File: src/rtl/dbi_pkg.sv
package dbi_pkg;
  localparam int REG_AW = 4;

  typedef enum logic [REG_AW-1:0] {
    RA_ENABLE   = 4'd0,
    RA_POLARITY = 4'd1,
    RA_MASK     = 4'd2,
    RA_STATUS   = 4'd3,
    RA_LOCK     = 4'd4,
    RA_PERIOD0  = 4'd8
  } reg_addr_e;
endpackage

File: src/rtl/dbi_sync.sv
module dbi_sync #(
  parameter int W = 8
) (
  input  logic         clk,
  input  logic         rst_n,
  input  logic [W-1:0] d,
  output logic [W-1:0] q
);
  logic [W-1:0] stage1_q;
  logic [W-1:0] stage2_q;

  always_ff @(posedge clk or negedge rst_n) begin
    if (!rst_n) begin
      stage1_q <= '0;
      stage2_q <= '0;
    end else begin
      stage1_q <= d;
      stage2_q <= stage1_q;
    end
  end

  assign q = stage2_q;
endmodule

File: src/rtl/dbi_channel.sv
module dbi_channel #(
  parameter int CNT_W  = 12,
  parameter int MAX_DB = 4000
) (
  input  logic             clk,
  input  logic             rst_n,
  input  logic             lvl,
  input  logic             en,
  input  logic             pol,
  input  logic [CNT_W-1:0] period,
  input  logic             tick,
  input  logic             gate_en,
  input  logic             rearm,
  output logic             busy,
  output logic             fire,
  output logic             locked
);
  // Effective debounce length: zero acts as one, large values are clamped.
  function automatic logic [CNT_W-1:0] eff_period(input logic [CNT_W-1:0] raw);
    if (raw == '0) return CNT_W'(1);
    if (raw > CNT_W'(MAX_DB)) return CNT_W'(MAX_DB);
    return raw;
  endfunction

  logic [CNT_W-1:0] cnt_q;
  logic             lock_q;
  logic             active;
  logic             step;

  assign active = pol ? lvl : ~lvl;
  assign busy   = en & ~lock_q & active;
  assign step   = busy & tick & gate_en;
  assign fire   = step & (cnt_q >= eff_period(period));
  assign locked = lock_q;

  always_ff @(posedge clk or negedge rst_n) begin
    if (!rst_n) begin
      cnt_q  <= '0;
      lock_q <= 1'b0;
    end else begin
      if (!busy || fire) cnt_q <= '0;
      else if (step)     cnt_q <= cnt_q + CNT_W'(1);
      if (fire)          lock_q <= 1'b1;
      else if (rearm)    lock_q <= 1'b0;
    end
  end


  lock_hold_chk: assert property (@(posedge clk) disable iff (!rst_n)
    (lock_q && !rearm) |=> lock_q);


  cnt_bound_chk: assert property (@(posedge clk) disable iff (!rst_n)
    cnt_q <= CNT_W'(MAX_DB));


  advance_gate_chk: assert property (@(posedge clk) disable iff (!rst_n)
    (cnt_q != $past(cnt_q) && cnt_q != '0) |-> $past(gate_en && tick));


  lock_on_tick_chk: assert property (@(posedge clk) disable iff (!rst_n)
    $rose(lock_q) |-> $past(tick));
endmodule

File: src/rtl/dbi_regs.sv
module dbi_regs
  import dbi_pkg::*;
#(
  parameter int NCH   = 8,
  parameter int CNT_W = 12,
  parameter int DW    = 16
) (
  input  logic               clk,
  input  logic               rst_n,
  input  logic               wr,
  input  logic [REG_AW-1:0]  addr,
  input  logic [DW-1:0]      wdata,
  output logic [DW-1:0]      rdata,
  input  logic [NCH-1:0]     fire_vec,
  input  logic [NCH-1:0]     lock_vec,
  output logic [NCH-1:0]     en_q,
  output logic [NCH-1:0]     pol_q,
  output logic [NCH-1:0]     mask_q,
  output logic [NCH-1:0]     status_q,
  output logic [NCH*CNT_W-1:0] period_flat,
  output logic [NCH-1:0]     rearm_vec
);
  logic [CNT_W-1:0] period_q [NCH];
  logic [NCH-1:0]   clr_vec;
  logic [DW-1:0]    period_rd;
  logic             unused_wdata_bits;

  assign unused_wdata_bits = ^wdata;
  assign clr_vec   = (wr && addr == RA_STATUS) ? wdata[NCH-1:0] : '0;
  assign rearm_vec = (wr && addr == RA_LOCK)   ? wdata[NCH-1:0] : '0;

  always_ff @(posedge clk or negedge rst_n) begin
    if (!rst_n) begin
      en_q     <= '0;
      pol_q    <= '0;
      mask_q   <= '0;
      status_q <= '0;
    end else begin
      if (wr && addr == RA_ENABLE)   en_q   <= wdata[NCH-1:0];
      if (wr && addr == RA_POLARITY) pol_q  <= wdata[NCH-1:0];
      if (wr && addr == RA_MASK)     mask_q <= wdata[NCH-1:0];
      status_q <= (status_q & ~clr_vec) | fire_vec;
    end
  end

  for (genvar i = 0; i < NCH; i++) begin : g_period
    localparam logic [REG_AW-1:0] MY_ADDR = REG_AW'(RA_PERIOD0) + REG_AW'(i);
    always_ff @(posedge clk or negedge rst_n) begin
      if (!rst_n)                    period_q[i] <= '0;
      else if (wr && addr == MY_ADDR) period_q[i] <= wdata[CNT_W-1:0];
    end
    assign period_flat[i*CNT_W +: CNT_W] = period_q[i];
  end

  always_comb begin
    period_rd = '0;
    for (int i = 0; i < NCH; i++)
      if (addr == REG_AW'(RA_PERIOD0) + REG_AW'(i)) period_rd = DW'(period_q[i]);
  end

  always_comb begin
    case (addr)
      RA_ENABLE:   rdata = DW'(en_q);
      RA_POLARITY: rdata = DW'(pol_q);
      RA_MASK:     rdata = DW'(mask_q);
      RA_STATUS:   rdata = DW'(status_q);
      RA_LOCK:     rdata = DW'(lock_vec);
      default:     rdata = period_rd;
    endcase
  end


  status_sticky_chk: assert property (@(posedge clk) disable iff (!rst_n)
    !(wr && addr == RA_STATUS) |=> ((status_q & $past(status_q)) == $past(status_q)));
endmodule

File: src/rtl/debounce_irq_ctrl.sv
module debounce_irq_ctrl
  import dbi_pkg::*;
#(
  parameter int NCH    = 8,
  parameter int CNT_W  = 12,
  parameter int MAX_DB = 4000,
  parameter int DW     = 16
) (
  input  logic              clk,
  input  logic              rst_n,
  input  logic              tick_1ms,
  input  logic [NCH-1:0]    raw_in,
  input  logic              reg_wr,
  input  logic [REG_AW-1:0] reg_addr,
  input  logic [DW-1:0]     reg_wdata,
  output logic [DW-1:0]     reg_rdata,
  output logic              irq,
  output logic              cnt_gate_en
);
  logic [NCH-1:0]       lvl_vec;
  logic [NCH-1:0]       busy_vec;
  logic [NCH-1:0]       fire_vec;
  logic [NCH-1:0]       lock_vec;
  logic [NCH-1:0]       en_q, pol_q, mask_q, status_q, rearm_vec;
  logic [NCH*CNT_W-1:0] period_flat;
  logic                 gate_q;

  dbi_sync #(.W(NCH)) u_sync (
    .clk(clk), .rst_n(rst_n), .d(raw_in), .q(lvl_vec)
  );

  dbi_regs #(.NCH(NCH), .CNT_W(CNT_W), .DW(DW)) u_regs (
    .clk(clk), .rst_n(rst_n), .wr(reg_wr), .addr(reg_addr),
    .wdata(reg_wdata), .rdata(reg_rdata), .fire_vec(fire_vec),
    .lock_vec(lock_vec), .en_q(en_q), .pol_q(pol_q), .mask_q(mask_q),
    .status_q(status_q), .period_flat(period_flat), .rearm_vec(rearm_vec)
  );

  for (genvar i = 0; i < NCH; i++) begin : g_ch
    dbi_channel #(.CNT_W(CNT_W), .MAX_DB(MAX_DB)) u_ch (
      .clk(clk), .rst_n(rst_n), .lvl(lvl_vec[i]), .en(en_q[i]),
      .pol(pol_q[i]), .period(period_flat[i*CNT_W +: CNT_W]),
      .tick(tick_1ms), .gate_en(gate_q), .rearm(rearm_vec[i]),
      .busy(busy_vec[i]), .fire(fire_vec[i]), .locked(lock_vec[i])
    );
  end

  always_ff @(posedge clk or negedge rst_n) begin
    if (!rst_n) gate_q <= 1'b0;
    else        gate_q <= |busy_vec;
  end

  assign cnt_gate_en = gate_q;
  assign irq         = |(status_q & mask_q);


  fire_to_irq_chk: assert property (@(posedge clk) disable iff (!rst_n)
    (|(fire_vec & mask_q) && !reg_wr) |=> irq);
endmodule

File: config.mk
export PLATFORM = sky130hd
export DESIGN_NAME = debounce_irq_ctrl
export DESIGN_NICKNAME = d
export VERILOG_FILES = /design/src/rtl/dbi_pkg.sv /design/src/rtl/dbi_sync.sv /design/src/rtl/dbi_channel.sv /design/src/rtl/dbi_regs.sv /design/src/rtl/debounce_irq_ctrl.sv
export SDC_FILE = /design/constraint.sdc
export NUM_CORES = 1
export LEC_CHECK = 0
export BUFFER_PORTS_ARGS = -buffer_cell sky130_fd_sc_hd__buf_2
export CAP_MARGIN = 5
export CORE_MARGIN = 2
export CORE_UTILIZATION = 55
export CTS_BUF_LIST = sky130_fd_sc_hd__clkbuf_16
export DETAILED_ROUTE_END_ITERATION = 12
export MAX_ROUTING_LAYER = met4
export PLACE_DENSITY_LB_ADDON = 0.25
export SLEW_MARGIN = 20
export SYNTH_ARGS = -nofsm -noshare
export SYNTH_HDL_FRONTEND = slang
export SYNTH_SLANG_ARGS = --single-unit
File: constraint.sdc
create_clock -name clk -period 2.7 [get_ports clk]
set_input_delay 0.675 -clock clk [delete_from_list [all_inputs] [get_ports clk]]
set_output_delay 0.675 -clock clk [all_outputs]
set_load 0.1 [all_outputs]
==> run summary, run 1 <==
Final setup slack of the worst path = -0.225 ns
Placeable core region = 26900 µm²
Post-synthesis simple-gate area fraction = 0.175
Crit Reg-Reg Startpoint = u_regs.period_flat[61]$_DFFE_PN0P_
Outcome = complete, but fails checks
Clock skew after layout = 0.0215 ns
Average wire per standard cell = 23.1 µm
Remaining antenna violation count after routing = 0
Number of instances in the synthesized netlist = 1523
Total global-route track usage = 0.351
Fraction of the mapped netlist area in adder cells = 0.0868
Cts-stage hold buffer count = 0
Category of the worst setup path capture point = output pin
Initial core utilization = 0.558
Clock Pin Slew Worst Setup and Hold Paths = 0.06 ns
Flip-flop and latch count after synthesis = 249
Combined flip-flop and latch cell area = 6230 µm²
H-Tree Depth = 1
Vias per inst = 6.23
Cell area power density = 647 nW/µm²
Number of enable-type register cells in the synthesized netlist = 0
I/O pin total = 50
Hold WC Path Type = input pin to asynchronous set/reset pin
Max frequency = 342 MHz
Slew Viols, Final = 0
Number of hold violations in the final report = 0
Number of detailed-routing iterations run before antenna repair = 5
Max_cap viols = 0
Crit path from = u_regs.period_flat[11]$_DFFE_PN0P_
Fraction of the yosys area taken by sequential cells = 0.416
Fraction of synthesized cell area in xor and xnor cells = 0.0485
Routed Wire Length = 49400 µm
Final-stage net count = 1912
Count of port buffers added during placement = 41
Relative slew slack = 0.473
Static leakage = 8.47 nW
DRC violation count after routing = 0
Violated checks = negative setup slack
Proportion of layout cells with a drive suffix above 1 = 0.378
CTS tree = yes
Vias in the first global route = 13.2k
Final design area excluding fillers = 19900 µm²
Worst Max-Slew Pin Slew = 0.788 ns
Average size of a mapped cell = 9.85 µm²
First-pass GRT wire length = 75300 µm
Final critical-path required period = 2.93 ns
Number of buffers created by CTS = 28
Area of placed instances = 17200 µm²
Unique cell type count in the Yosys netlist = 74
Yosys warning count = 0
Via count of the routed design = 13.3k
Number of antenna violations at the first check in global routing = 0
Placer's final routability congestion estimate = 1.04
Count of inserted antenna diode cells = 0
Largest net degree at the start of global routing = 71
Overall overflow remaining after global route = 0
Post-synthesis instance area = 15000 µm²
Syn-to-layout area delta = 33.0%
Count of endpoints failing setup in the final report = 74
Final standard cell utilization of the core = 0.742
Number of sinks handled by clock tree synthesis = 249
Critical path start-end classification = flip-flop to output pin
Share of async-settable or async-resettable flops after synthesis = 1.00
Number of fill cells = 1836
Worst endpoint required time = 2.03 ns
Mux share of post-synthesis cell area = 0.103
Unrepaired setup endpoints after global routing = yes
Multi-input logic area = 9520 µm²
Share of the clock period used by the worst path = 1.08
Count of routing violations after the opening detailed-route iteration = 1018
Cell row count = 60
Vert. Die Dim = 169 µm
Clock root buffer = sky130_fd_sc_hd__clkbuf_16
Die Footprint = 28600 µm²
Worst Path Arrival = 2.25 ns
Compound-Gate Fraction of Synth Area = 0.131
Combinational family with the most area after synthesis = simple AND/OR/NAND/NOR gates
Longest Clk Path Bufs = 3
Die Wd = 169 µm
VDD IR-drop max = 0.000562 V
Detailed-placement wirelength estimate = 33900 µm
Worst-path fanout max = 3
Type of element launching the critical path = flip-flop
Clock latency at the later pin of the worst-skew pair = 0.56 ns
Ys flop type = sky130_fd_sc_hd__dfrtp_1
sequential cells by signal (all words and copies together), names as in the netlist:
| register | count |
|---|---|
| cnt_gate_en | 1 |
| u_sync.q | 8 |
| u_regs.mask_q | 8 |
| g_ch.u_ch.locked | 8 |
| u_regs.pol_q | 8 |
| u_regs.status_q | 8 |
| u_regs.period_flat | 96 |
| u_regs.en_q | 8 |
| u_sync.stage1_q | 8 |
| g_ch.u_ch.cnt_q | 96 |
worst max-delay path, cell delays in order, from the launching register on:
cell                      delay, ns
sky130_fd_sc_hd__dfrtp_1       0.39
sky130_fd_sc_hd__buf_6         0.14
sky130_fd_sc_hd__mux2_2        0.26
sky130_fd_sc_hd__a22oi_2       0.20
sky130_fd_sc_hd__o22ai_1       0.12
sky130_fd_sc_hd__a21oi_2       0.20
sky130_fd_sc_hd__buf_4         0.16
sky130_fd_sc_hd__a21oi_4       0.04
sky130_fd_sc_hd__buf_12        0.17
final cells by class:
type,count,area share
Inverter,69,0.0134
Clock inverter,22,0.00678
Tap cell,341,0.0214
Multi-Input combinational cell,1138,0.478
Clock buffer,29,0.0364
Timing Repair Buffer,290,0.132
Sequential cell,249,0.313
stage by stage:
| step | setup TNS [ns] | worst slack, ns | power [mW] | instances | hold slack [ns] |
|---|---|---|---|---|---|
| floorplan | -1.53 | -0.281 | 6.77 | 1526 | 0.331 |
| global placement | -12.13 | -0.413 | 8.35 | 2034 | 0.331 |
| detailed placement | -16.70 | -0.434 | 8.47 | 2034 | 0.335 |
| CTS | -6.15 | -0.254 | 12.5 | 2124 | 0.0240 |
| global route | -19.11 | -0.423 | 13.4 | 2138 | 0.0491 |
| finish | -8.98 | -0.225 | 12.9 | 2138 | 0.0236 |
synth_stat cells, drive strengths merged, types with 12 or more instances:
library cell,number,share of area
and3,12,0.0050
mux4,12,0.018
nand4,39,0.016
dfrtp,249,0.42
ha,104,0.087
nor4,16,0.0067
inv,67,0.017
clkbuf,38,0.0095
nor2,93,0.024
mux2i,16,0.011
o22ai,26,0.011
mux2,99,0.074
xnor2,46,0.027
nor3,65,0.022
nand2,174,0.044
buf,34,0.013
a211oi,41,0.021
a32o,16,0.011
a21oi,43,0.014
o21ai,77,0.026
xor2,37,0.022
nand3,57,0.020
nor2b,20,0.0085
where the power goes:
part           internal, mW  switching (mW)  total (mW)
Combinational          2.00            2.54        4.54
Clock                  2.03            1.58        3.62
Sequential             4.21           0.535        4.75
what timing repair did:
item / 4_1_cts / 5_1_grt
gates resized for setup: 184 / 130
pin swaps: 101 / 106
setup endpoints to repair: 118 / 123
endpoints found under the hold margin: 0 / 0
buffers inserted: 36 / 15
gates cloned: 7 / 2
cell usage in the layout (no fill, tap or decap), types with 46 or more instances in the layout:
master / instances
sky130_fd_sc_hd__nand2_1: 162
sky130_fd_sc_hd__ha_1: 91
sky130_fd_sc_hd__dfrtp_1: 246
sky130_fd_sc_hd__xnor2_1: 46
sky130_fd_sc_hd__o21ai_0: 54
sky130_fd_sc_hd__nor2_1: 73
sky130_fd_sc_hd__mux2_2: 97
sky130_fd_sc_hd__buf_4: 200
sky130_fd_sc_hd__nand3_1: 54
sky130_fd_sc_hd__inv_1: 63
path summary, 6_finish.rpt:
path                       depth (start not counted)  slack [ns]                                 to
max                                                8       -0.23                      reg_rdata[11]
min                                                1        0.02              cnt_gate_en$_DFF_PN0_
max reg2reg                                       11       -0.22  g_ch[5].u_ch.cnt_q[3]$_DFFE_PN0P_
min reg2reg                                        0        0.35              u_sync.q[4]$_DFF_PN0_
max in group asynchronous                          2        1.93  u_regs.period_flat[8]$_DFFE_PN0P_
min in group clk                                   1        0.22       u_sync.stage1_q[5]$_DFF_PN0_
cells by family (layout without fill, tap and decap cells):
kind of cell	count (synthesis)	after routing
flops	249	249
other cells	1	4
fa+ha+maj	104	104
compound gates	286	288
simple gates	532	532
buf+inv	141	410
xor+xnor	83	83
mux	127	127
per-layer routing:
| metal | vias up | track usage | share of wire |
|---|---|---|---|
| met5 | - | - | 0 |
| met1 | 6660 | 0.458 | 0.42 |
| met2 | 455 | 0.572 | 0.48 |
| met4 | 0 | 0.120 | 0.041 |
| li1 | 6089 | - | - |
| met3 | 113 | 0.0437 | 0.055 |
(Power assumes the default switching activity.)
==> inputs of run 2 (changes only) <==
==> constraint.sdc (replaced) <==
create_clock -name clk -period 2.4 [get_ports clk]
set_input_delay 0.6 -clock clk [delete_from_list [all_inputs] [get_ports clk]]
set_output_delay 0.6 -clock clk [all_outputs]
set_load 0.1 [all_outputs]
==> run summary, run 2 (synthesized netlist as in run 1, its figures left out) <==
Outcome = complete, but fails checks (unchanged)
Violated checks = negative hold slack, negative setup slack (was negative setup slack)
Syn-to-layout area delta = 34.8% (was 33.0%)
Total power draw = 15.1 mW (was 12.9 mW)
Area of placed instances = 17800 µm² (was 17200 µm²)
Number of sinks handled by clock tree synthesis = 249 (unchanged)
Clock Pin Slew Worst Setup and Hold Paths = 0.06 ns (about the same)
Placeable core region = 26900 µm² (unchanged)
Final critical-path required period = 2.88 ns
DRC violation count after routing = 0 (unchanged)
Clock latency at the later pin of the worst-skew pair = 0.56 ns (about the same)
I/O pin total = 50 (unchanged)
Average wire per standard cell = 22.5 µm (was 23.1 µm)
Largest incremental delay on the critical path = 0.55 ns (was 0.39 ns)
Vias in the first global route = 13.6k (was 13.2k)
Number of detailed-routing iterations run before antenna repair = 8 (was 5)
Category of the worst setup path capture point = flip-flop (was output pin)
Proportion of layout cells with a drive suffix above 1 = 0.390 (was 0.378)
Routed Wire Length = 49100 µm (was 49400 µm)
Initial core utilization = 0.558 (unchanged)
Count of endpoints failing setup in the final report = 125 (was 74)
Count of port buffers added during placement = 41 (unchanged)
Number of buffers created by CTS = 28 (unchanged)
Cell row count = 60 (unchanged)
Remaining antenna violation count after routing = 0 (unchanged)
Relative slew slack = 0.473 (about the same)
Longest Clk Path Bufs = 3 (unchanged)
Buf/Inv on CP = 0 (was 3)
Largest net degree at the start of global routing = 60 (was 71)
Worst-path fanout max = 3 (unchanged)
Vert. Die Dim = 169 µm (unchanged)
Worst Path Arrival = 3.33 ns (was 2.25 ns)
Cell area power density = 747 nW/µm² (was 647 nW/µm²)
Number of antenna violations at the first check in global routing = 1 (was 0)
Highest-count cells in the layout ignoring fill and taps = sky130_fd_sc_hd__buf_4 (252), sky130_fd_sc_hd__dfrtp_1 (248), sky130_fd_sc_hd__nand2_1 (168), sky130_fd_sc_hd__mux2_2 (97), sky130_fd_sc_hd__ha_1 (95) (was sky130_fd_sc_hd__dfrtp_1 (246), sky130_fd_sc_hd__buf_4 (200), sky130_fd_sc_hd__nand2_1 (162), sky130_fd_sc_hd__mux2_2 (97), sky130_fd_sc_hd__ha_1 (91))
Final-stage net count = 1957 (was 1912)
Share of the clock period used by the worst path = 1.20
Vias per inst = 6.23 (about the same)
Cts-stage hold buffer count = 0 (unchanged)
Clock root buffer = sky130_fd_sc_hd__clkbuf_16 (unchanged)
Die Wd = 169 µm (unchanged)
Worst Hold Margin = -0.0178 ns (was 0.0236 ns)
CP cell instances = or4_4 > nor3_4 > and4_1 > o21a_1 > ha_1 > nand2b_4 > a2111o_1 > a211oi_2 > nor2b_1 > a32o_1 (was buf_6 > mux2_2 > a22oi_2 > o22ai_1 > a21oi_2 > buf_4 > a21oi_4 > buf_12)
Worst endpoint required time = 2.85 ns (was 2.03 ns)
Cell type group with the largest total delay on the critical path = simple AND/OR/NAND/NOR gates (was compound AO/OA/AOI/OAI gates)
Max frequency = 347 MHz
Hold WC Path Type = input pin to asynchronous set/reset pin (unchanged)
VDD IR-drop max = 0.000563 V (was 0.000562 V)
Worst Max-Slew Pin Slew = 0.789 ns (was 0.788 ns)
Slew Viols, Final = 0 (unchanged)
First-pass GRT wire length = 76200 µm (was 75300 µm)
H-Tree Depth = 1 (unchanged)
Count of routing violations after the opening detailed-route iteration = 1227 (was 1018)
Unrepaired setup endpoints after global routing = yes (unchanged)
Clock skew after layout = 0.0183 ns (was 0.0215 ns)
Placer's final routability congestion estimate = 1.06 (was 1.04)
Die Footprint = 28600 µm² (unchanged)
Final standard cell utilization of the core = 0.752 (was 0.742)
Slowest stage cell on the critical path = sky130_fd_sc_hd__or4_4 (was sky130_fd_sc_hd__dfrtp_1)
Overall overflow remaining after global route = 0 (unchanged)
CTS tree = yes (unchanged)
Via count of the routed design = 13.6k (was 13.3k)
Total global-route track usage = 0.352 (was 0.351)
Max_cap viols = 0 (unchanged)
Critical path start-end classification = flip-flop to flip-flop (was flip-flop to output pin)
Final design area excluding fillers = 20200 µm² (was 19900 µm²)
Final setup slack of the worst path = -0.481 ns (was -0.225 ns)
Number of hold violations in the final report = 5 (was 0)
Static leakage = 8.65 nW (was 8.47 nW)
Detailed-placement wirelength estimate = 34500 µm (was 33900 µm)
Most common library cell in the layout ignoring fill and taps = sky130_fd_sc_hd__buf_4 (was sky130_fd_sc_hd__dfrtp_1)
Total placed cells including tap cells = 2085 (was 2034)
Type of element launching the critical path = flip-flop (unchanged)
Final cell count without fillers = 2184 (was 2138)
run 2: changes by cell type in the layout (fill, tap and decap cells not counted), sizes merged:
cell / change
clkinvlp: +2
a211oi: +2
clkinv: -1
bufinv: +3
o21ai: +1
inv: -3
diode: +1
clkbuf: -3
buf: +44
run 2: layer usage:
metal	global-route usage	part of all wire	vias to the layer above
met4	0.111	0.042	0
met5	-	0	-
li1	-	-	6171
met1	0.457	0.41	6763
met2	0.578	0.48	519
met3	0.0437	0.063	151
run 2: per-stage QoR:
stage | setup slack (ns) | setup TNS, ns
CTS | -0.466 | -36.53
finish | -0.481 | -37.67
detailed placement | -0.603 | -39.69
global placement | -0.606 | -30.54
global route | -0.613 | -50.21
floorplan | -0.431 | -17.35
run 2: power by group:
part / internal, mW / total [mW] / switching [mW]
Clock: 2.56 / 4.37 / 1.82
Sequential: 4.74 / 5.25 / 0.513
Combinational: 2.45 / 5.47 / 3.02
run 2: path summary, 6_finish.rpt:
path | cells past startpoint | end | slack (ns) | startpoint
worst max-delay path | 10 | g_ch[5].u_ch.locked$_DFFE_PN0P_ | -0.48 | u_regs.period_flat[61]$_DFFE_PN0P_
worst min-delay path | 1 | g_ch[6].u_ch.cnt_q[9]$_DFFE_PN0P_ | -0.02 | rst_n
worst max register to register | 10 | g_ch[5].u_ch.locked$_DFFE_PN0P_ | -0.48 | u_regs.period_flat[61]$_DFFE_PN0P_
worst min register to register | 0 | u_sync.q[6]$_DFF_PN0_ | 0.35 | u_sync.stage1_q[6]$_DFF_PN0_
max in group asynchronous | 2 | u_sync.q[1]$_DFF_PN0_ | 1.72 | rst_n
min in group clk | 1 | u_sync.stage1_q[5]$_DFF_PN0_ | 0.14 | raw_in[5]
run 2: timing repair:
item | CTS | global route
gates resized for setup | 142 | 109
setup buffers | 27 | 23
pin swaps | 59 | 65
gates cloned | 3 | 2
setup endpoints to repair | 125 | 124
run 2: layout make-up:
class,count,area [µm²]
Antenna cell,1,2.50
Clock buffer,28,701
Clock inverter,23,233
Fill cell,1802,6660
Inverter,69,267
Multi-Input combinational cell,1141,9560
Sequential cell,249,6230
Tap cell,341,427
Timing Repair Buffer,332,2800
==> inputs of run 3 (changes only) <==
--- a/config.mk
+++ b/config.mk
@@ -13,6 +13,7 @@
 export DETAILED_ROUTE_END_ITERATION = 12
 export MAX_ROUTING_LAYER = met4
 export PLACE_DENSITY_LB_ADDON = 0.25
+export SETUP_SLACK_MARGIN = 0.02
 export SLEW_MARGIN = 20
 export SYNTH_ARGS = -nofsm -noshare
 export SYNTH_HDL_FRONTEND = slang
==> run summary, run 3 (synthesized netlist as in run 1, its figures left out) <==
Remaining antenna violation count after routing = 0 (unchanged)
Type of element launching the critical path = flip-flop (unchanged)
I/O pin total = 50 (unchanged)
Sequential share of power = 0.348 (about the same)
Clock Pin Slew Worst Setup and Hold Paths = 0.06 ns (about the same)
Critical path start-end classification = flip-flop to flip-flop (unchanged)
Average wire per standard cell = 22.6 µm (was 22.5 µm)
Clock root buffer = sky130_fd_sc_hd__clkbuf_16 (unchanged)
Worst endpoint required time = 2.88 ns (was 2.85 ns)
CTS tree = yes (unchanged)
Detailed-placement wirelength estimate = 34300 µm (was 34500 µm)
Combinational Power Share = 0.373 (was 0.362)
VDD IR-drop max = 0.000537 V (was 0.000563 V)
Largest incremental delay on the critical path = 0.54 ns (was 0.55 ns)
Placer's final routability congestion estimate = 1.03 (was 1.06)
Max_cap viols = 0 (unchanged)
Routed Wire Length = 49700 µm (was 49100 µm)
Die Footprint = 28600 µm² (unchanged)
Number of fill cells = 1715 (was 1802)
Final cell count without fillers = 2198 (was 2184)
Slew Viols, Final = 0 (unchanged)
Count of endpoints failing setup in the final report = 124 (was 125)
Category of the worst setup path capture point = flip-flop (unchanged)
Worst Max-Slew Pin Slew = 1.14 ns (was 0.789 ns)
Cell type group with the largest total delay on the critical path = simple AND/OR/NAND/NOR gates (unchanged)
Worst Path Arrival = 3.36 ns (was 3.33 ns)
DRC violation count after routing = 0 (unchanged)
Max frequency = 347 MHz (about the same)
First-pass GRT wire length = 75900 µm (was 76200 µm)
Clock latency at the later pin of the worst-skew pair = 0.55 ns (was 0.56 ns)
Fraction of power spent switching nets = 0.354 (about the same)
Total placed cells including tap cells = 2087 (was 2085)
Placeable core region = 26900 µm² (unchanged)
Relative slew slack = 0.239 (was 0.473)
Number of sinks handled by clock tree synthesis = 249 (unchanged)
Static leakage = 8.84 nW (was 8.65 nW)
Cell area power density = 733 nW/µm² (was 747 nW/µm²)
Clock skew after layout = 0.0125 ns (was 0.0183 ns)
Switching power = 5.33 mW (was 5.35 mW)
Via count of the routed design = 13.7k (was 13.6k)
Count of port buffers added during placement = 41 (unchanged)
Highest-count cells in the layout ignoring fill and taps = sky130_fd_sc_hd__buf_4 (255), sky130_fd_sc_hd__dfrtp_1 (247), sky130_fd_sc_hd__nand2_1 (164), sky130_fd_sc_hd__mux2_2 (97), sky130_fd_sc_hd__ha_1 (90) (was sky130_fd_sc_hd__buf_4 (252), sky130_fd_sc_hd__dfrtp_1 (248), sky130_fd_sc_hd__nand2_1 (168), sky130_fd_sc_hd__mux2_2 (97), sky130_fd_sc_hd__ha_1 (95))
Die Wd = 169 µm (unchanged)
Cell row count = 60 (unchanged)
Number of detailed-routing iterations run before antenna repair = 5 (was 8)
Syn-to-layout area delta = 37.2% (was 34.8%)
Longest Clk Path Bufs = 3 (unchanged)
Proportion of layout cells with a drive suffix above 1 = 0.399 (was 0.390)
Overall overflow remaining after global route = 0 (unchanged)
Violated checks = negative setup slack (was negative hold slack, negative setup slack)
Final-stage net count = 1971 (was 1957)
Worst-path fanout max = 5 (was 3)
Count of routing violations after the opening detailed-route iteration = 994 (was 1227)
Clock network fraction of design power = 0.280 (was 0.290)
Total global-route track usage = 0.355 (was 0.352)
Most common library cell in the layout ignoring fill and taps = sky130_fd_sc_hd__buf_4 (unchanged)
Number of buffers created by CTS = 27 (was 28)
Initial core utilization = 0.558 (unchanged)
Hold WC Path Type = input pin to flip-flop (was input pin to asynchronous set/reset pin)
Vias per inst = 6.24 (was 6.23)
Number of hold violations in the final report = 0 (was 5)
Power Internal = 9.74 mW (was 9.75 mW)
Share of the clock period used by the worst path = 1.20 (about the same)
Slowest stage cell on the critical path = sky130_fd_sc_hd__or4_4 (unchanged)
H-Tree Depth = 1 (unchanged)
Final critical-path required period = 2.88 ns (about the same)
Outcome = complete, but fails checks (unchanged)
Buf/Inv on CP = 1 (was 0)
Final setup slack of the worst path = -0.481 ns (about the same)
Largest net degree at the start of global routing = 112 (was 60)
Vert. Die Dim = 169 µm (unchanged)
Final-layout setup total negative slack = -37.79 ns (was -37.67 ns)
Number of antenna violations at the first check in global routing = 2 (was 1)
Unrepaired setup endpoints after global routing = yes (unchanged)
Vias in the first global route = 13.6k (about the same)
CP cell instances = or4_4 > nor3_4 > and4_1 > o21a_1 > ha_1 > nand2b_4 > a2111o_1 > a211oi_2 > buf_4 > o21ai_4 > nor2_1 (was or4_4 > nor3_4 > and4_1 > o21a_1 > ha_1 > nand2b_4 > a2111o_1 > a211oi_2 > nor2b_1 > a32o_1)
[run 3: area by class of cell]
cell class	count	area, µm²	area share
Antenna cell	1	2.50	0.000122
Sequential cell	249	6230	0.303
Multi-Input combinational cell	1139	9700	0.472
Clock inverter	23	204	0.00991
Timing Repair Buffer	349	3060	0.149
Clock buffer	27	676	0.0328
Tap cell	341	427	0.0207
Inverter	69	267	0.0130
[run 3: final timing paths]
kind / start / end / slack, ns / cells after the start
worst max-delay path: u_regs.period_flat[61]$_DFFE_PN0P_ / g_ch[5].u_ch.cnt_q[5]$_DFFE_PN0P_ / -0.48 / 11
worst min-delay path: raw_in[7] / u_sync.stage1_q[7]$_DFF_PN0_ / 0.15 / 1
worst max register to register: u_regs.period_flat[61]$_DFFE_PN0P_ / g_ch[5].u_ch.cnt_q[5]$_DFFE_PN0P_ / -0.48 / 11
worst min register to register: u_sync.stage1_q[2]$_DFF_PN0_ / u_sync.q[2]$_DFF_PN0_ / 0.35 / 0
max in group asynchronous: rst_n / u_regs.period_flat[22]$_DFFE_PN0P_ / 1.09 / 3
min in group asynchronous: rst_n / g_ch[6].u_ch.cnt_q[9]$_DFFE_PN0P_ / 0.46 / 2
[run 3: worst register-to-register path, stage by stage, from the launching register on]
cell and delay [ns]:
sky130_fd_sc_hd__dfrtp_1 0.38, sky130_fd_sc_hd__or4_4 0.54, sky130_fd_sc_hd__nor3_4 0.14, sky130_fd_sc_hd__and4_1 0.21
sky130_fd_sc_hd__o21a_1 0.11, sky130_fd_sc_hd__ha_1 0.21, sky130_fd_sc_hd__nand2b_4 0.13, sky130_fd_sc_hd__a2111o_1 0.42
sky130_fd_sc_hd__a211oi_2 0.25, sky130_fd_sc_hd__buf_4 0.19, sky130_fd_sc_hd__o21ai_4 0.08, sky130_fd_sc_hd__nor2_1 0.13
[run 3: layer usage]
metal	vias up	track usage	routed length, µm
li1	6207	-	-
met5	-	-	0
met2	505	0.574	24000
met3	136	0.0444	2740
met4	0	0.140	2310
met1	6871	0.458	20600
[run 3: stage by stage]
stage,hold slack (ns),utilization,worst slack (ns),instance area [µm²],power (mW)
detailed placement,0.336,0.662,-0.540,17800,9.83
CTS,0.142,0.739,-0.485,19900,14.6
global placement,0.332,0.662,-0.512,17800,9.69
floorplan,0.304,-,-0.431,15500,7.71
global route,0.144,0.765,-0.645,20600,15.6
finish,0.151,0.765,-0.481,20600,15.1
[run 3: power by group through the flow]
stage | Sequential [mW] | Clock, mW | Combinational [mW]
floorplan | 5.26 | 0 | 2.44
global route | 5.29 | 4.40 | 5.95
global placement | 5.24 | 0 | 4.45
detailed placement | 5.26 | 0 | 4.57
finish | 5.24 | 4.22 | 5.62
CTS | 5.21 | 4.24 | 5.18
[run 3: repair_timing]
item                                   in CTS  in global routing
endpoints found under the hold margin      13                  0
gates resized for setup                   178                118
pin swaps                                  65                 60
setup endpoints to repair                 125                125
hold buffers                                1                  0
setup buffers                              41                 21
gates cloned                                6                  0
